===== src/rtl/ovl_pkg.sv =====
package ovl_pkg;

  // Ratio of the threshold to full scale, in units of 1/10000.
  localparam longint THRESH_NUM = 8748;
  localparam longint THRESH_DEN = 10000;

  // Largest positive code for a signed sample of width w.
  function automatic longint full_scale(input int w);
    return (longint'(1) << (w - 1)) - 1;
  endfunction

  // Rounded magnitude threshold for a signed sample of width w.
  function automatic longint thresh_for(input int w);
    return (full_scale(w) * THRESH_NUM + THRESH_DEN / 2) / THRESH_DEN;
  endfunction

endpackage


===== src/rtl/ovl_chan_det.sv =====
module ovl_chan_det #(
  parameter int SAMPLE_W = 20
) (
  input  logic                clk,
  input  logic                rst,
  input  logic [SAMPLE_W-1:0] smp_i,
  output logic [SAMPLE_W-2:0] mag_o,
  output logic                viol_o
);

  localparam int MAG_W = SAMPLE_W - 1;
  localparam logic [MAG_W-1:0] LIMIT = MAG_W'(ovl_pkg::thresh_for(SAMPLE_W));
  localparam logic [SAMPLE_W-1:0] MOST_NEG = {1'b1, {MAG_W{1'b0}}};

  // Saturating absolute value of a two's-complement code.
  function automatic logic [MAG_W-1:0] sat_abs(input logic [SAMPLE_W-1:0] s);
    logic [SAMPLE_W-1:0] neg;
    neg = ~s + SAMPLE_W'(1);
    if (!s[SAMPLE_W-1])
      return s[MAG_W-1:0];
    else if (neg[SAMPLE_W-1])
      return {MAG_W{1'b1}};
    else
      return neg[MAG_W-1:0];
  endfunction

  assign mag_o  = sat_abs(smp_i);
  assign viol_o = (mag_o > LIMIT);


  min_code_viol_chk: assert property (@(posedge clk) disable iff (rst)
    (smp_i == MOST_NEG) |-> viol_o);


  thresh_band_chk: assert property (@(posedge clk) disable iff (rst)
    viol_o == (($signed(smp_i) > $signed({1'b0, LIMIT})) ||
               ($signed(smp_i) < -$signed({1'b0, LIMIT}))));

endmodule


===== src/rtl/ovl_hold_timer.sv =====
module ovl_hold_timer #(
  parameter int HOLD_SAMPLES = 512
) (
  input  logic                                 clk,
  input  logic                                 rst,
  input  logic                                 stb_i,
  input  logic                                 hit_i,
  output logic [$clog2(HOLD_SAMPLES+1)-1:0]    cnt_o,
  output logic                                 flag_o
);

  localparam int CNT_W = $clog2(HOLD_SAMPLES + 1);
  localparam logic [CNT_W-1:0] HOLD_C = CNT_W'(HOLD_SAMPLES);

  logic [CNT_W-1:0] cnt_q, cnt_n;
  logic             flag_q;
  logic             reload, tick_down;

  assign reload    = stb_i && hit_i;
  assign tick_down = stb_i && !hit_i && (cnt_q != '0);

  always_comb begin
    cnt_n = cnt_q;
    if (reload)
      cnt_n = HOLD_C;
    else if (tick_down)
      cnt_n = cnt_q - CNT_W'(1);
  end

  always_ff @(posedge clk) begin
    if (rst) begin
      cnt_q  <= '0;
      flag_q <= 1'b0;
    end else begin
      cnt_q  <= cnt_n;
      flag_q <= (cnt_n != '0);
    end
  end

  assign cnt_o  = cnt_q;
  assign flag_o = flag_q;


  reset_clear_chk: assert property (@(posedge clk)
    rst |=> (!flag_o && (cnt_o == '0)));


  hit_sets_flag_chk: assert property (@(posedge clk) disable iff (rst)
    (stb_i && hit_i) |=> flag_o);


  reload_full_chk: assert property (@(posedge clk) disable iff (rst)
    (stb_i && hit_i) |=> (cnt_o == HOLD_C));


  count_down_chk: assert property (@(posedge clk) disable iff (rst)
    (stb_i && !hit_i && (cnt_o != '0)) |=> (cnt_o == $past(cnt_o) - CNT_W'(1)));


  flag_tracks_cnt_chk: assert property (@(posedge clk) disable iff (rst)
    flag_o == (cnt_o != '0));


  idle_hold_chk: assert property (@(posedge clk) disable iff (rst)
    !stb_i |=> ($stable(cnt_o) && $stable(flag_o)));

endmodule


===== src/rtl/ovl_flag_det.sv =====
module ovl_flag_det #(
  parameter int SAMPLE_W     = 20,
  parameter int HOLD_SAMPLES = 512
) (
  input  logic                clk,
  input  logic                rst,
  input  logic                smp_stb,
  input  logic [SAMPLE_W-1:0] left_smp,
  input  logic [SAMPLE_W-1:0] right_smp,
  output logic                ovl_flag
);

  localparam int NCH   = 2;
  localparam int MAG_W = SAMPLE_W - 1;
  localparam int CNT_W = $clog2(HOLD_SAMPLES + 1);

  logic [NCH-1:0][SAMPLE_W-1:0] smp;
  logic [NCH-1:0][MAG_W-1:0]    mag;
  logic [NCH-1:0]               viol;
  logic                         any_viol;
  logic [CNT_W-1:0]             hold_cnt;

  assign smp[0] = left_smp;
  assign smp[1] = right_smp;

  for (genvar ch = 0; ch < NCH; ch++) begin : chan_g
    ovl_chan_det #(.SAMPLE_W(SAMPLE_W)) det_i (
      .clk    (clk),
      .rst    (rst),
      .smp_i  (smp[ch]),
      .mag_o  (mag[ch]),
      .viol_o (viol[ch])
    );
  end

  assign any_viol = |viol;

  ovl_hold_timer #(.HOLD_SAMPLES(HOLD_SAMPLES)) timer_i (
    .clk    (clk),
    .rst    (rst),
    .stb_i  (smp_stb),
    .hit_i  (any_viol),
    .cnt_o  (hold_cnt),
    .flag_o (ovl_flag)
  );


  left_alone_chk: assert property (@(posedge clk) disable iff (rst)
    (smp_stb && viol[0]) |=> ovl_flag);


  right_alone_chk: assert property (@(posedge clk) disable iff (rst)
    (smp_stb && viol[1]) |=> ovl_flag);

endmodule


===== config.mk =====
export PLATFORM = sky130hd
export DESIGN_NAME = ovl_flag_det
export DESIGN_NICKNAME = d
export VERILOG_FILES = /design/src/rtl/ovl_pkg.sv /design/src/rtl/ovl_chan_det.sv /design/src/rtl/ovl_hold_timer.sv /design/src/rtl/ovl_flag_det.sv
export SDC_FILE = /design/constraint.sdc
export NUM_CORES = 1
export LEC_CHECK = 0
export CORE_MARGIN = 2
export CORE_UTILIZATION = 45
export DETAILED_ROUTE_END_ITERATION = 6
export PLACE_DENSITY_LB_ADDON = 0.2
export SLEW_MARGIN = 20
export SYNTH_ARGS = -nofsm -noshare
export SYNTH_HDL_FRONTEND = slang
export SYNTH_HIERARCHICAL = 1
export SYNTH_SLANG_ARGS = --single-unit
export TNS_END_PERCENT = 5

===== constraint.sdc =====
create_clock -name clk -period 4.5 [get_ports clk]
set_clock_uncertainty 0.2 [all_clocks]
set_input_delay 1.125 -clock clk [delete_from_list [all_inputs] [get_ports clk]]
set_output_delay 1.125 -clock clk [all_outputs]
set_load 0.05 [all_outputs]

== After elaboration in Yosys (flattened, before gate mapping) ==
Index checks and enable logic that the tools add are counted.
Storage, ports and cells
  flip-flop bits (word level): 11
  bits of input ports: 43
  output and inout bits: 1
Operators by class
  add/sub/neg operators: 3
  magnitude comparators: 2
  mux-type cells: 6
  bitwise logic cells: 2
  reductions and logical operators: 7
Operators by type and width (count)
  $mux W19: 4
  $add A20 B1 Y20 const B: 2
  $not A20 Y20: 2
  $gt A19 B19 Y1 const B: 2
  $mux W10: 2
  $reduce_bool A10 Y1: 2
  $sub A10 B1 Y10 const B: 1
  $logic_and A1 B1 Y1: 3
  $reduce_or A2 Y1: 1
  $logic_not A1 Y1: 1

== Longest topological paths before layout ==
  depth after elaboration: 12
  gate-level depth with buffers: 14
  mapped depth without buffers: 14

== Modules after synthesis ==
Netlist, hierarchy kept.
By module, submodules not included
  ovl_chan_det: times used 2, cells each 149, area an instance 915.9 um^2, seq. area each 0.0 um^2
  ovl_hold_timer: times used 1, cells each 77, area an instance 663.1 um^2, seq. area each 220.2 um^2
  ovl_flag_det: times used 1, cells each 1, area an instance 6.3 um^2, seq. area each 0.0 um^2

== Worst setup path before layout ==
OpenSTA, ideal clock, no wires.
  kind: input -> register
  start point: input right_smp[4]
  end point: register timer_i.flag_q (netlist: timer_i/flag_o)
  setup time: 0.139 ns
  data arrival time: 3.947 ns
  setup slack: 0.215 ns
  stages: 13
  buffers on the path: 1
  path through: buf_2 or4_4 or4_1 a31oi_1 a31oi_1 nand4_1 a2bb2oi_1 or2_1 nand2b_1 nor4_1 mux2_2 a2111oi_2 a41oi_1
On the way
  longest elaborated chain between the ends: 12
  elaborated cells between the ends (all ways): 13
  classes of those cells: add/sub (1); order compare (1); mux (4); bitwise (1); reduce/logical (6)
RTL lines
  start: declaration: line ovl_flag_det.sv:9  | input logic [SAMPLE_W-1:0] right_smp,
  $not A20 Y20: line ovl_chan_det.sv:18  | neg = ~s + SAMPLE_W'(1);
  $add A20 B1 Y20: line ovl_chan_det.sv:18
  $mux W19: line ovl_chan_det.sv:21  | else if (neg[SAMPLE_W-1])
  $mux W19 *: line ovl_chan_det.sv:19  | if (!s[SAMPLE_W-1])
  $gt A19 B19 Y1 *: line ovl_chan_det.sv:28  | assign viol_o = (mag_o > LIMIT);
  named net viol[1]: line ovl_flag_det.sv:19  | logic [NCH-1:0] viol;
  $reduce_or A2 Y1 *: line ovl_flag_det.sv:36  | assign any_viol = |viol;
  named net any_viol: line ovl_flag_det.sv:20  | logic any_viol;
  $logic_not A1 Y1: line ovl_hold_timer.sv:20  | assign tick_down = stb_i && !hit_i && (cnt_q != '0);
  $logic_and A1 B1 Y1 (2 in a row): line ovl_hold_timer.sv:20
  $mux W10: line ovl_hold_timer.sv:26  | else if (tick_down)
  $mux W10 *: line ovl_hold_timer.sv:24  | if (reload)
  $reduce_bool A10 Y1 *: line ovl_hold_timer.sv:36  | flag_q <= (cnt_n != '0);
  end signal: assignment: line ovl_hold_timer.sv:36
  end: declaration: line ovl_hold_timer.sv:16  | logic flag_q;
The timed path passes the listed nets; every way through them passes the cells marked *.
A chain may end at the register's enable or synchronous reset.

== Worst setup path after layout ==
  start point: input right_smp[2]
  end point: register timer_i.flag_q (netlist: timer_i/flag_o)
Same word-level chain as after synthesis.

==> impl_metrics.yaml <==
timing:
  setup_total_negative_slack_ps: 0
  period_minus_slack_ps: 4400
  finalHoldViolCount: 0
  setup_viol: 0
  maxClockFrequency_mhz: 227
  worst_pin_slew_ps: 486
  max_transition_margin: 0.675
  period_share: 0.978
  drv_slew: 0
placed_design:
  place.detailed.instances: 403
  final_weighted_congestion_in_routability_driven_placement: 0.867
  io_buffer_count: 43
  detailedPlacementHpwl_um: 4280
worst_setup_path:
  worst_path_cell_with_the_longest_stage_delay: "sky130_fd_sc_hd__or4_1"
  rrSetupSlack_ps: 2010
  cp_data_required_time_ps: 4410
  critical_path_peak_fanout: 5
  cp_cell_sequence: "clkdlybuf4s50_1 > or3_4 > or4_1 > a31oi_1 > a31oi_1 > nand4_1 > a2bb2oi_1 > or2_1 > nand2b_4 > nor4_4 > mux2_4 > a2111oi_4 > a41oi_2"
  critical-path-max-stage-delay_ps: 500
  crit_arrival_ps: 4310
  worst_r2r_startpoint: "timer_i/cnt_o[0]$_SDFF_PP0_"
  worst_setup_sp_type: "input port"
  critical-path-top-cell-by-count: "sky130_fd_sc_hd__a31oi_1"
  startpoint: "right_smp[2]"
  timing_worst_setup_path_type: "in -> reg"
  kind_of_capture_point_of_the_worst_setup_path: "flip-flop"
cells_and_area:
  finalNonFillerCells: 411
  fillers: 297
  layout-drive-gt1-share: 0.307
  finish.net_count: 408
  area.growth.synth_to_final_pct: 61.0
  finalCoreUtilization: 0.758
  antenna_cells: 0
route:
  drt-initial-drc-count: 222
  vias_per_cell: 5.97
  first_pass_iters: 5
  totalWireLength_um: 5980
  wl_per_cell_um: 14.6
  post-route-drc-count: 0
  number_of_antenna_violating_nets_in_the_routed_design: 0
  vias: 2453
synth:
  postSynthAreaPerCell_um2: 7.08
  ys_warn_count: 6
  netlist_area_um2: 1900
  synthCells: 268
  syn_nets: 314
pwr:
  total_leakage_power_nw: 1.28
  power.ir.vdd_worst_uv: 174
  power_per_cell_area_nw_per_um2: 311
die:
  die_h_um: 68.9
  core.rowCount: 23
  die_w_um: 68.9
  floorplan.core_area_um2: 4030
  initial_utilization: 0.471
  ioPinCount: 44
  floorplan.die_area_um2: 4750
clock_tree:
  hold_fix_buffer_count_after_cts: 0
  numClockSinks: 11
  clkTransAtPathRegs_ps: 50
  ctsHtreeMaxLevel: 1
  max-clock-path-buffers: 2
  ctsRootBufferMaster: "sky130_fd_sc_hd__clkbuf_8"
  cts_tree: "yes"
  clkLatencyLatePin_ps: 240
  cts_made_buffers: 3
global_route:
  global_route.usage.total: 0.239
  grt_max_degree: 14
  grt_pass1_wl_um: 9080
  grt-ovfl-total: 0
  first_global_vias: 2119
  antenna_found_initial: 0
flow_run:
  cap_violations: 0
hold_path:
  hold_wc_path_type: "reg -> reg"
  min_from: "timer_i/cnt_o[1]$_SDFF_PP0_"
run_status:
  status: "completed"
## stage by stage
step | total power (W) | hold slack, ps | setup WS [ps] | instance area, µm²
floorplan | 0.000583 | 321 | 231 | 1900
finish | 0.000951 | 368 | 99.3 | 3060
global route | 0.00102 | 425 | -58.2 | 3060
detailed placement | 0.000750 | 351 | -284 | 2760
CTS | 0.000861 | 359 | 1.95 | 2830
global placement | 0.000737 | 341 | -229 | 2760
## worst max-delay path: cells and delay by family
family | cells | cell delay (ps)
compound gates | 5 | 750
buf+inv | 1 | 440
mux | 1 | 350
simple gates | 6 | 1640
## flip-flops by register name, indices dropped and copies added, names as in the netlist
name and flops:
timer_i/cnt_o 10, timer_i/flag_o 1
## cell type report
cell class / instances / area [µm²] / area share
clock buffer: 4 / 45.0 / 0.0147
multi-input combinational: 225 / 1710 / 0.560
tap: 50 / 62.6 / 0.0205
timing repair buffer: 109 / 971 / 0.318
sequential: 11 / 220 / 0.0721
inverter: 12 / 45.0 / 0.0147
## path summary, 6_finish.rpt
check | to | cells past startpoint
worst max-delay path | timer_i/flag_o$_SDFF_PP0_ | 13
worst max register to register | timer_i/flag_o$_SDFF_PP0_ | 7
worst min-delay path | timer_i/cnt_o[1]$_SDFF_PP0_ | 2
worst min register to register | timer_i/cnt_o[1]$_SDFF_PP0_ | 2
## layer usage
metal / GRT usage / part of all wire / vias to the layer above
li1: - / - / 1211
met1: 0.321 / 0.46 / 1146
met2: 0.424 / 0.48 / 86
met3: 0.0179 / 0.046 / 10
met4: 0.0368 / 0.015 / 0
met5: 0 / 0 / -
## what timing repair did
| action | 4_1_cts | 5_1_grt |
|---|---|---|
| endpoints found under the setup margin | 1 | 1 |
| pin swaps | 0 | 23 |
| buffers inserted | 0 | 4 |
| gates resized for setup | 4 | 49 |
## layout by cell type (no fill, tap or decap), types with 4 or more instances in the layout
cell,n
sky130_fd_sc_hd__buf_4,64
sky130_fd_sc_hd__nand2_1,17
sky130_fd_sc_hd__nor2b_1,8
sky130_fd_sc_hd__nor2_1,29
sky130_fd_sc_hd__a21oi_1,9
sky130_fd_sc_hd__dlymetal6s2s_1,15
sky130_fd_sc_hd__a211oi_1,5
sky130_fd_sc_hd__nand4b_1,4
sky130_fd_sc_hd__xor2_1,9
sky130_fd_sc_hd__nor3_1,11
sky130_fd_sc_hd__inv_1,10
sky130_fd_sc_hd__a31oi_1,8
sky130_fd_sc_hd__nand3b_1,5
sky130_fd_sc_hd__clkdlybuf4s50_1,28
sky130_fd_sc_hd__o31ai_1,8
sky130_fd_sc_hd__nand4_1,8
sky130_fd_sc_hd__nor4_1,4
sky130_fd_sc_hd__or2_1,5
sky130_fd_sc_hd__or4_1,6
sky130_fd_sc_hd__o21ai_0,9
sky130_fd_sc_hd__nand3_1,7
sky130_fd_sc_hd__dfxtp_1,11
sky130_fd_sc_hd__nor4_4,6
## where the power goes
| group | internal (W) | leakage [nW] | switching [W] | total [W] |
|---|---|---|---|---|
| clock | 0.0000623 | 0.0228 | 0.0000382 | 0.000101 |
| sequential | 0.000133 | 0.0900 | 0.0000648 | 0.000198 |
| combinational | 0.000331 | 1.17 | 0.000323 | 0.000653 |
| total | 0.000526 | 1.28 | 0.000426 | 0.000951 |
Note: power is estimated with default switching activity, not from simulation.
